### config.mk
export PLATFORM = sky130hd
export DESIGN_NAME = uart_rx_os
export DESIGN_NICKNAME = d
export VERILOG_FILES = /design/src/rtl/uart_rx_pkg.sv /design/src/rtl/uart_rx_sampler.sv /design/src/rtl/uart_rx_frame.sv /design/src/rtl/uart_rx_os.sv
export SDC_FILE = /design/constraint.sdc
export NUM_CORES = 1
export LEC_CHECK = 0
export ABC_CLOCK_PERIOD_IN_PS = 7850
export BUFFER_PORTS_ARGS = -buffer_cell sky130_fd_sc_hd__clkbuf_2
export CAP_MARGIN = 5
export CORE_MARGIN = 3
export CORE_UTILIZATION = 63
export DETAILED_ROUTE_END_ITERATION = 8
export PLACE_DENSITY = 0.81
export RECOVER_POWER = 25
export SKIP_CTS_REPAIR_TIMING = 1
export SLEW_MARGIN = 20
export SYNTH_ARGS = -nofsm -noshare
export SYNTH_HDL_FRONTEND = slang
export SYNTH_SLANG_ARGS = --single-unit
### constraint.sdc
create_clock -name clk_i -period 7.85 [get_ports clk_i]
set_input_delay 0.3925 -clock clk_i [delete_from_list [all_inputs] [get_ports clk_i]]
set_output_delay 0.3925 -clock clk_i [all_outputs]
set_load 0.01 [all_outputs]
### src/rtl/uart_rx_pkg.sv
package uart_rx_pkg;
  localparam int unsigned MIN_BITS = 5;
  localparam int unsigned MAX_BITS = 9;
  localparam int unsigned IDX_W    = $clog2(MAX_BITS);

  typedef enum logic [2:0] {
    ST_IDLE,
    ST_START,
    ST_DATA,
    ST_PAR,
    ST_STOP
  } rx_state_e;
endpackage

### src/rtl/uart_rx_sampler.sv
module uart_rx_sampler #(
  parameter int unsigned OS_NORM = 16,
  parameter int unsigned OS_DBL  = 8
) (
  input  logic clk_i,
  input  logic rst_ni,
  input  logic tick_i,
  input  logic rx_i,
  input  logic dbl_i,
  input  logic active_i,
  output logic start_o,
  output logic stb_o,
  output logic bit_o
);
  localparam int unsigned CNT_W = $clog2(OS_NORM + 1);
  localparam logic [CNT_W-1:0] MID_N = CNT_W'(OS_NORM / 2 + 1);
  localparam logic [CNT_W-1:0] MID_D = CNT_W'(OS_DBL / 2 + 1);
  localparam logic [CNT_W-1:0] END_N = CNT_W'(OS_NORM);
  localparam logic [CNT_W-1:0] END_D = CNT_W'(OS_DBL);
  localparam logic [CNT_W-1:0] ONE   = CNT_W'(1);

  logic [CNT_W-1:0] cnt_q, cnt_n, mid, last;
  logic prev_q, v0_q, v1_q;

  assign mid   = dbl_i ? MID_D : MID_N;
  assign last  = dbl_i ? END_D : END_N;
  assign cnt_n = (cnt_q >= last) ? ONE : cnt_q + ONE;

  // falling edge between consecutive samples while idle
  assign start_o = tick_i & ~active_i & prev_q & ~rx_i;
  // third window sample arrives on this tick
  assign stb_o   = tick_i & active_i & (cnt_n == mid + ONE);
  assign bit_o   = (v0_q & v1_q) | (v0_q & rx_i) | (v1_q & rx_i);

  always_ff @(posedge clk_i or negedge rst_ni) begin
    if (!rst_ni) begin
      cnt_q  <= '0;
      prev_q <= 1'b1;
      v0_q   <= 1'b0;
      v1_q   <= 1'b0;
    end else if (tick_i) begin
      prev_q <= rx_i;
      if (start_o) begin
        cnt_q <= ONE;
      end else if (active_i) begin
        cnt_q <= cnt_n;
        if (cnt_n == mid - ONE) v0_q <= rx_i;
        if (cnt_n == mid)       v1_q <= rx_i;
      end
    end
  end
endmodule

### src/rtl/uart_rx_frame.sv
module uart_rx_frame
  import uart_rx_pkg::*;
(
  input  logic                clk_i,
  input  logic                rst_ni,
  input  logic                start_i,
  input  logic                stb_i,
  input  logic                bit_i,
  input  logic [2:0]          len_sel_i,
  input  logic                par_en_i,
  input  logic                par_odd_i,
  output logic                active_o,
  output logic                frm_done_o,
  output logic [MAX_BITS-1:0] frm_data_o,
  output logic                frm_fe_o,
  output logic                frm_pe_o,
  output logic                frm_addr_o
);
  rx_state_e           state_q;
  logic [IDX_W-1:0]    idx_q, nbits;
  logic [MAX_BITS-1:0] shr_q;
  logic                acc_q, pbit_q;

  localparam logic [IDX_W-1:0] LEN_MAX = IDX_W'(MAX_BITS);
  localparam logic [IDX_W-1:0] LEN_MIN = IDX_W'(MIN_BITS);

  assign nbits    = (len_sel_i > 3'd4) ? LEN_MAX : IDX_W'(len_sel_i) + LEN_MIN;
  assign active_o = (state_q != ST_IDLE);

  always_ff @(posedge clk_i or negedge rst_ni) begin
    if (!rst_ni) begin
      state_q    <= ST_IDLE;
      idx_q      <= '0;
      shr_q      <= '0;
      acc_q      <= 1'b0;
      pbit_q     <= 1'b0;
      frm_done_o <= 1'b0;
      frm_data_o <= '0;
      frm_fe_o   <= 1'b0;
      frm_pe_o   <= 1'b0;
      frm_addr_o <= 1'b0;
    end else begin
      frm_done_o <= 1'b0;
      unique case (state_q)
        ST_IDLE: if (start_i) state_q <= ST_START;
        ST_START: if (stb_i) begin
          if (bit_i) begin
            state_q <= ST_IDLE;  // glitch
          end else begin
            state_q <= ST_DATA;
            idx_q   <= '0;
            shr_q   <= '0;
            acc_q   <= 1'b0;
            pbit_q  <= 1'b0;
          end
        end
        ST_DATA: if (stb_i) begin
          shr_q[idx_q] <= bit_i;
          acc_q        <= acc_q ^ bit_i;
          if (idx_q == nbits - IDX_W'(1)) state_q <= par_en_i ? ST_PAR : ST_STOP;
          else idx_q <= idx_q + IDX_W'(1);
        end
        ST_PAR: if (stb_i) begin
          pbit_q  <= bit_i;
          state_q <= ST_STOP;
        end
        ST_STOP: if (stb_i) begin
          state_q    <= ST_IDLE;
          frm_done_o <= 1'b1;
          frm_data_o <= shr_q;
          frm_fe_o   <= ~bit_i;
          frm_pe_o   <= par_en_i & (acc_q ^ pbit_q ^ par_odd_i);
          frm_addr_o <= (nbits == LEN_MAX) ? shr_q[MAX_BITS-1] : bit_i;
        end
        default: state_q <= ST_IDLE;
      endcase
    end
  end


  idle_hold_chk: assert property (@(posedge clk_i) disable iff (!rst_ni)
    (state_q == ST_IDLE && !start_i) |=> state_q == ST_IDLE);

  done_from_stop_chk: assert property (@(posedge clk_i) disable iff (!rst_ni)
    frm_done_o |-> $past(state_q) == ST_STOP);
endmodule

### src/rtl/uart_rx_os.sv
module uart_rx_os
  import uart_rx_pkg::*;
#(
  parameter int unsigned OS_NORM = 16,
  parameter int unsigned OS_DBL  = 8
) (
  input  logic       clk_i,
  input  logic       rst_ni,
  input  logic       tick_i,
  input  logic       rx_i,
  input  logic       dbl_i,
  input  logic [2:0] len_sel_i,
  input  logic       par_en_i,
  input  logic       par_odd_i,
  input  logic       mpm_i,
  input  logic       rd_i,
  output logic [7:0] data_o,
  output logic       bit9_o,
  output logic       rx_valid_o,
  output logic       rx_done_o,
  output logic       frame_err_o,
  output logic       par_err_o,
  output logic       ovr_o
);
  logic                start, stb, vbit, active;
  logic                frm_done, frm_fe, frm_pe, frm_addr, accept;
  logic [MAX_BITS-1:0] frm_data;

  uart_rx_sampler #(.OS_NORM(OS_NORM), .OS_DBL(OS_DBL)) i_sampler (
    .clk_i, .rst_ni, .tick_i, .rx_i, .dbl_i,
    .active_i(active), .start_o(start), .stb_o(stb), .bit_o(vbit)
  );

  uart_rx_frame i_frame (
    .clk_i, .rst_ni, .start_i(start), .stb_i(stb), .bit_i(vbit),
    .len_sel_i, .par_en_i, .par_odd_i,
    .active_o(active), .frm_done_o(frm_done), .frm_data_o(frm_data),
    .frm_fe_o(frm_fe), .frm_pe_o(frm_pe), .frm_addr_o(frm_addr)
  );

  assign accept = frm_done & (~mpm_i | frm_addr);

  always_ff @(posedge clk_i or negedge rst_ni) begin
    if (!rst_ni) begin
      data_o      <= '0;
      bit9_o      <= 1'b0;
      rx_valid_o  <= 1'b0;
      rx_done_o   <= 1'b0;
      frame_err_o <= 1'b0;
      par_err_o   <= 1'b0;
      ovr_o       <= 1'b0;
    end else begin
      rx_done_o <= 1'b0;
      if (rd_i) begin
        rx_valid_o <= 1'b0;
        ovr_o      <= 1'b0;
      end
      if (accept) begin
        if (rx_valid_o && !rd_i) begin
          ovr_o <= 1'b1;
        end else begin
          data_o      <= frm_data[7:0];
          bit9_o      <= frm_data[MAX_BITS-1];
          frame_err_o <= frm_fe;
          par_err_o   <= frm_pe;
          rx_valid_o  <= 1'b1;
          rx_done_o   <= 1'b1;
        end
      end
    end
  end


  done_after_frame_chk: assert property (@(posedge clk_i) disable iff (!rst_ni)
    rx_done_o |-> $past(frm_done));

  ovr_keeps_data_chk: assert property (@(posedge clk_i) disable iff (!rst_ni)
    $rose(ovr_o) |-> ($stable(data_o) && rx_valid_o));

  rd_clears_ovr_chk: assert property (@(posedge clk_i) disable iff (!rst_ni)
    rd_i |=> !ovr_o);

  mpm_drop_chk: assert property (@(posedge clk_i) disable iff (!rst_ni)
    (mpm_i && frm_done && !frm_addr && !rd_i) |=> ($stable(rx_valid_o) && !rx_done_o));
endmodule

==> flow_metrics.py, run 1 <==
metrics = {
    "run_status": {
        "status": "complete, but fails checks",
        "violations": "max-capacitance violations, max-slew violations",
    },
    "pwr": {
        "sequentialPowerShare": 0.497,
        "ir_drop_uv": 150.9,
        "intPower_uw": 440.1,
        "p_sw_frac": 0.3576,
        "share_comb_of_total_power": 0.284,
        "cellLeakagePower_uw": 0.001465,
        "p_sw_uw": 244.9,
        "powerDensity_nw_per_um2": 230.4,
        "power_uw": 685.0,
        "power.share.clock": 0.219,
    },
    "timing": {
        "rsz0062_at_grt": "false",
        "hold_ws_ps": 263.8,
        "fmax_mhz": 310.2,
        "fin_skew_ps": 4.407,
        "worst_slew_pin_slew_ps": 2702,
        "slew_headroom": -0.8010,
        "finalMaxSlewViolations": 54,
        "setup_viol": 0,
        "finalCritPeriodShare": 0.4107,
        "tns_ps": 0,
        "hold_viol_final": 0,
        "period_needed_ps": 3224,
    },
    "cts": {
        "cts_made_buffers": 5,
        "clk_latency_ps": 300,
        "clock-sinks": 53,
        "clock_path_buffers": 2,
        "cts_root_buf": "clkbuf_8",
        "cts_tree": "done",
        "htreeDepth": 2,
        "clk_pin_slew_ps": 90,
    },
    "place": {
        "io_buffer_count": 25,
        "dpl.hpwl_um": 3746,
        "place_congestion": 0.8857,
    },
    "yosys": {
        "ys_seq_area_frac": 0.4863,
        "syn-cell-area_sq_um": 2730,
        "yosysWarnings": 0,
        "synth_area_leaders": "dfrtp_1 48%, nand2_1 7.7%, o21ai_0 5.7%, ha_1 4.6%, mux2_2 3.7%",
        "syn_avg_cell_area_sq_um": 9.350,
        "synth_top_area_share": 0.4766,
        "synth_edf_count": 0,
        "synth-async-reset-ratio": 1.000,
        "ys.flop_type": "dfrtp_1",
        "syn_nets": 314,
        "synth-seq-cells": 53,
        "yosys.area.top_type": "dfrtp_1",
        "syn_inst": 292,
        "ys_types": 45,
    },
    "drt": {
        "ant_nets": 0,
        "drc_errors": 0,
        "wl_per_cell_um": 14.14,
        "viasPerCell": 5.675,
        "wl_um": 5177,
        "first_iter_violations": 135,
        "vias": 2077,
        "dr.pass1.iters": 4,
    },
    "layout": {
        "nets": 337,
        "drive_above_1_share": 0.1582,
        "layout_common_cells": "56 x nand2_1, 52 x dfrtp_1, 31 x o21ai_0, 25 x clkbuf_2, 17 x inv_1",
        "fillers": 318,
        "diodes": 0,
        "final_common_cell": "nand2_1",
        "area_growth_pct": 8.891,
    },
    "die": {
        "ios": 26,
        "rows": 23,
        "die-width_um": 71.83,
        "dieHeight_um": 71.83,
        "dieArea_sq_um": 5160,
        "core_sq_um": 4086,
        "initial_core_util": 0.6681,
    },
    "run": {
        "maxCapViolCount": 1,
    },
    "setup_path": {
        "cp.required_ps": 8040,
        "worstSetupPathType": "flip-flop to flip-flop",
        "path_max_fanout": 16,
        "path_buf_inv": 1,
        "slowest_stage": "nand3_1",
        "path_cells": "inv_1 > ha_1 > nand2_1 > o21ai_0 > a2111o_1 > nor4_2 > nand3_1 > mux2_1",
        "cp_top_family": "simple AND/OR/NAND/NOR gates",
        "start_kind": "flip-flop",
        "arrival_ps": 3410,
        "end_kind": "flip-flop",
        "critPathMaxStageDelay_ps": 600,
    },
    "grt": {
        "grt_pass1_wl_um": 9239,
        "gr-usage-all-layers": 0.2257,
        "grt_max_degree": 54,
        "grt_overflow_total": 0,
        "antenna_found_initial": 0,
        "grt_pass1_vias": 2000,
    },
    "worst_hold_path": {
        "hold_class": "input pin to flip-flop",
    },
}
[cell families after synthesis]
logic type	count (synthesis)	share of synthesized area
adder cells (fa/ha/maj)	11	0.04995
XOR/XNOR	10	0.03208
flip-flops	53	0.4863
multiplexers	15	0.06050
buffers and inverters	28	0.03941
AND/OR/NAND/NOR	109	0.1879
AO/OA/AOI/OAI	66	0.1439
[stage by stage]
stage | setup slack (ps) | cells | area (sq um) | util
2_1_floorplan | 5192 | 292 | 2730 | -
3_3_place_gp | 4766 | 358 | 2889 | 0.7070
3_5_place_dp | 4548 | 358 | 2889 | 0.7070
4_1_cts | 4599 | 366 | 2977 | 0.7284
5_1_grt | 4372 | 366 | 2973 | 0.7275
6_report | 4626 | 366 | 2973 | 0.7275
[path summary, 6_finish.rpt]
kind,startpoint,endpoint,slack [ps],cells past startpoint
max,i_sampler.cnt_q[0]$_DFFE_PN0P_,i_frame.frm_data_o[0]$_DFFE_PN0P_,4630,8
min,rd_i,ovr_o$_DFF_PN0_,260,2
max reg2reg,i_sampler.cnt_q[0]$_DFFE_PN0P_,i_frame.frm_data_o[0]$_DFFE_PN0P_,4630,8
min reg2reg,data_o[0]$_DFFE_PN0P_,data_o[0]$_DFFE_PN0P_,480,2
max in group asynchronous,rst_ni,i_frame.idx_q[3]$_DFFE_PN0P_,5290,2
min in group asynchronous,rst_ni,bit9_o$_DFFE_PN0P_,1030,2
[cells in the mapped netlist (2+ instances only)]
library cell	n
nand2_1	56
dfrtp_1	52
o21ai_0	31
inv_1	17
a21oi_1	15
nor2_1	15
nand3_1	11
ha_1	10
mux2_2	9
clkbuf_1	8
xnor2_1	7
nand2b_1	6
nor3_1	5
o21ai_1	4
mux2_1	3
mux2i_1	3
nand4_1	3
xor2_1	3
a21o_1	2
a31oi_1	2
buf_2	2
nand3b_1	2
nor2b_1	2
o31ai_1	2
o41ai_1	2
[power by group through the flow]
stage | clock network, uW | registers, uW | logic, uW
after floorplan | 0 | 319 | 171
after global placement | 0 | 342 | 187
after detailed placement | 0 | 345 | 189
after CTS | 153 | 339 | 193
after global routing | 167 | 345 | 222
final | 150 | 340 | 195
[registers in the layout (all words and copies together) (netlist names), 3 cells and up]
signal,count
i_sampler.cnt_q,5
i_frame.frm_data_o,9
i_frame.state_q,3
i_frame.idx_q,4
data_o,8
i_frame.shr_q,9
[metal layers]
layer  part of all wire  track usage  vias to the layer above
met5                  0            0                        -
met4              0.013      0.08768                        0
met3              0.042      0.03927                        7
met2               0.48       0.3633                       55
met1               0.46       0.3054                      966
li1                   -            -                     1049
[cell type report]
cell class | count | area (sq um) | share of cell area
well taps | 50 | 62.56 | 0.02104
multi-input cells | 211 | 1295 | 0.4356
clock buffers | 6 | 72.57 | 0.02441
repair buffers | 27 | 136.4 | 0.04588
inverters | 17 | 63.81 | 0.02146
flip-flops and latches | 53 | 1328 | 0.4465
clock inverters | 2 | 15.01 | 0.005051
No activity file was read; power rests on OpenSTA's default activity.
==> inputs of run 2 (changes only) <==
- ABC_CLOCK_PERIOD_IN_PS: 7850 -> 2700
- CORE_UTILIZATION: 63 -> 53
- PLACE_DENSITY: 0.81 -> 0.72
- clock period: 7.85 -> 2.7 ns (I/O delays scaled with it)
==> run 2 against run 1 <==
  * The flow still finishes with violations (max-capacitance violations, max-slew violations)
  * Non-clock buffer count up 13
  * Global-route usage shrank 4.1 points
  * Core utilization down 8.7 points
  * First-iteration DRC count is 31% lower
  * Die area rose by 17%
  * Clock power grew to 2.9 times the previous value
  * Register-to-register slack got worse by 4500 ps
  * Worst hold slack worse by 160 ps
  * Critical path type unchanged
==> flow_metrics.py, run 2 (synthesis gave the netlist of run 1 again) <==
metrics = {
    "run_status": {
        "status": "complete, but fails checks",
        "violations": "max-capacitance violations, max-slew violations",
    },
    "setup_path": {
        "slowest_stage": "or4b_4",
        "end_kind": "flip-flop",
        "arrival_ps": 2810,
        "cp_top_family": "simple AND/OR/NAND/NOR gates",
        "path_cells": "maj3_2 > or3b_4 > a211oi_2 > or4b_4 > a31o_4 > or4_1 > nand3_1",
        "path_buf_inv": 0,
        "worstSetupPathType": "flip-flop to flip-flop",
        "start_kind": "flip-flop",
        "cp.required_ps": 2940,
        "path_max_fanout": 8,
        "critPathMaxStageDelay_ps": 490,
    },
    "pwr": {
        "ir_drop_uv": 464.9,
        "power_uw": 2053,
        "cellLeakagePower_uw": 0.001487,
        "powerDensity_nw_per_um2": 661.4,
    },
    "worst_hold_path": {
        "hold_class": "input pin to flip-flop",
    },
    "run": {
        "maxCapViolCount": 1,
    },
    "timing": {
        "worst_slew_pin_slew_ps": 1706,
        "tns_ps": 0,
        "finalCritPeriodShare": 0.9521,
        "period_needed_ps": 2571,
        "fmax_mhz": 389.0,
        "finalMaxSlewViolations": 34,
        "rsz0062_at_grt": "false",
        "fin_skew_ps": 4.604,
        "setup_viol": 0,
        "hold_viol_final": 0,
        "final.setup.worst_slack_ps": 129.4,
        "slew_headroom": -0.1375,
    },
    "place": {
        "dp_slack_ps": 119.4,
        "dpl.hpwl_um": 3817,
        "place_congestion": 0.8615,
        "io_buffer_count": 25,
    },
    "grt": {
        "grt_overflow_total": 0,
        "antenna_found_initial": 0,
        "gr-usage-all-layers": 0.1844,
        "grt_pass1_wl_um": 9045,
        "grt_max_degree": 34,
        "grt_pass1_vias": 2007,
    },
    "cts": {
        "clock_path_buffers": 2,
        "cts_tree": "done",
        "cts_made_buffers": 5,
        "cts_root_buf": "clkbuf_8",
        "htreeDepth": 2,
        "clk_latency_ps": 300,
        "clock-sinks": 53,
        "clk_pin_slew_ps": 90,
    },
    "drt": {
        "drc_errors": 0,
        "vias": 2156,
        "dr.pass1.iters": 4,
        "ant_nets": 0,
        "wl_per_cell_um": 13.09,
        "wl_um": 5183,
        "first_iter_violations": 93,
        "viasPerCell": 5.444,
    },
    "layout": {
        "area_growth_pct": 13.70,
        "final_common_cell": "nand2_1",
        "register_area_sq_um": 1328,
        "multiInputGateArea_sq_um": 1305,
        "nets": 350,
        "drive_above_1_share": 0.1520,
        "layout_common_cells": "56 x nand2_1, 52 x dfrtp_1, 31 x o21ai_0, 16 x inv_1, 16 x clkbuf_1",
        "fillers": 397,
        "diodes": 0,
        "reg_top3": "i_frame.frm_data_o x9, i_frame.shr_q x9, data_o x8",
    },
    "die": {
        "initial_core_util": 0.5631,
        "dieArea_sq_um": 6048,
        "dieHeight_um": 77.77,
        "core_sq_um": 4848,
        "ios": 26,
        "rows": 25,
        "die-width_um": 77.77,
    },
}
==> run 2: changes by cell type in the layout (fill, tap and decap cells not counted), sizes merged <==
cell / change
buf: +12
dlygate4sd3: +2
clkbuf: -1
==> run 2: cell type report <==
type                       count  share of cell area
tap                           67             0.02701
sequential                    53              0.4276
timing repair buffer          40             0.07618
multi-input combinational    211              0.4204
clock inverter                 2            0.004837
inverter                      17             0.02056
clock buffer                   6             0.02338
==> run 2: path summary, 6_finish.rpt <==
kind                                              startpoint                            to  slack, ps  cells past startpoint
max in group asynchronous                             rst_ni  i_sampler.prev_q$_DFFE_PN1P_        840                      3
max                               i_sampler.v1_q$_DFFE_PN0P_  i_frame.idx_q[3]$_DFFE_PN0P_        130                      7
min                                                 par_en_i  i_frame.frm_pe_o$_DFFE_PN0P_        110                      3
max reg2reg                       i_sampler.v1_q$_DFFE_PN0P_  i_frame.idx_q[3]$_DFFE_PN0P_        130                      7
min in group asynchronous                             rst_ni       frame_err_o$_DFFE_PN0P_        820                      2
min reg2reg                i_frame.frm_data_o[0]$_DFFE_PN0P_         data_o[0]$_DFFE_PN0P_        470                      2
==> run 2: worst min-delay path, stage by stage <==
cell	delay [ps]
clkbuf_2	100
inv_1	70
o31ai_1	70
==> run 2: through the flow <==
stage / instances / hold WS (ps) / cell area [sq um] / utilization
2_1_floorplan: 292 / -160.6 / 2730 / -
3_3_place_gp: 385 / 258.5 / 2998 / 0.6183
3_5_place_dp: 385 / 260.6 / 2998 / 0.6183
4_1_cts: 393 / -73.36 / 3085 / 0.6364
5_1_grt: 396 / 91.13 / 3104 / 0.6403
6_report: 396 / 105.4 / 3104 / 0.6403
==> run 2: power by group <==
part / switching (uW) / internal [uW] / total (uW)
clock: 256 / 183 / 439
combinational: 367 / 278 / 645
sequential: 102 / 867 / 970
==> run 2: metal layers <==
| metal | track usage | vias to the layer above | part of all wire |
|---|---|---|---|
| met5 | 0 | - | 0 |
| met4 | 0.05338 | 0 | 0.015 |
| met3 | 0.03248 | 8 | 0.029 |
| met2 | 0.3193 | 37 | 0.51 |
| met1 | 0.2351 | 1036 | 0.45 |
| li1 | - | 1075 | - |
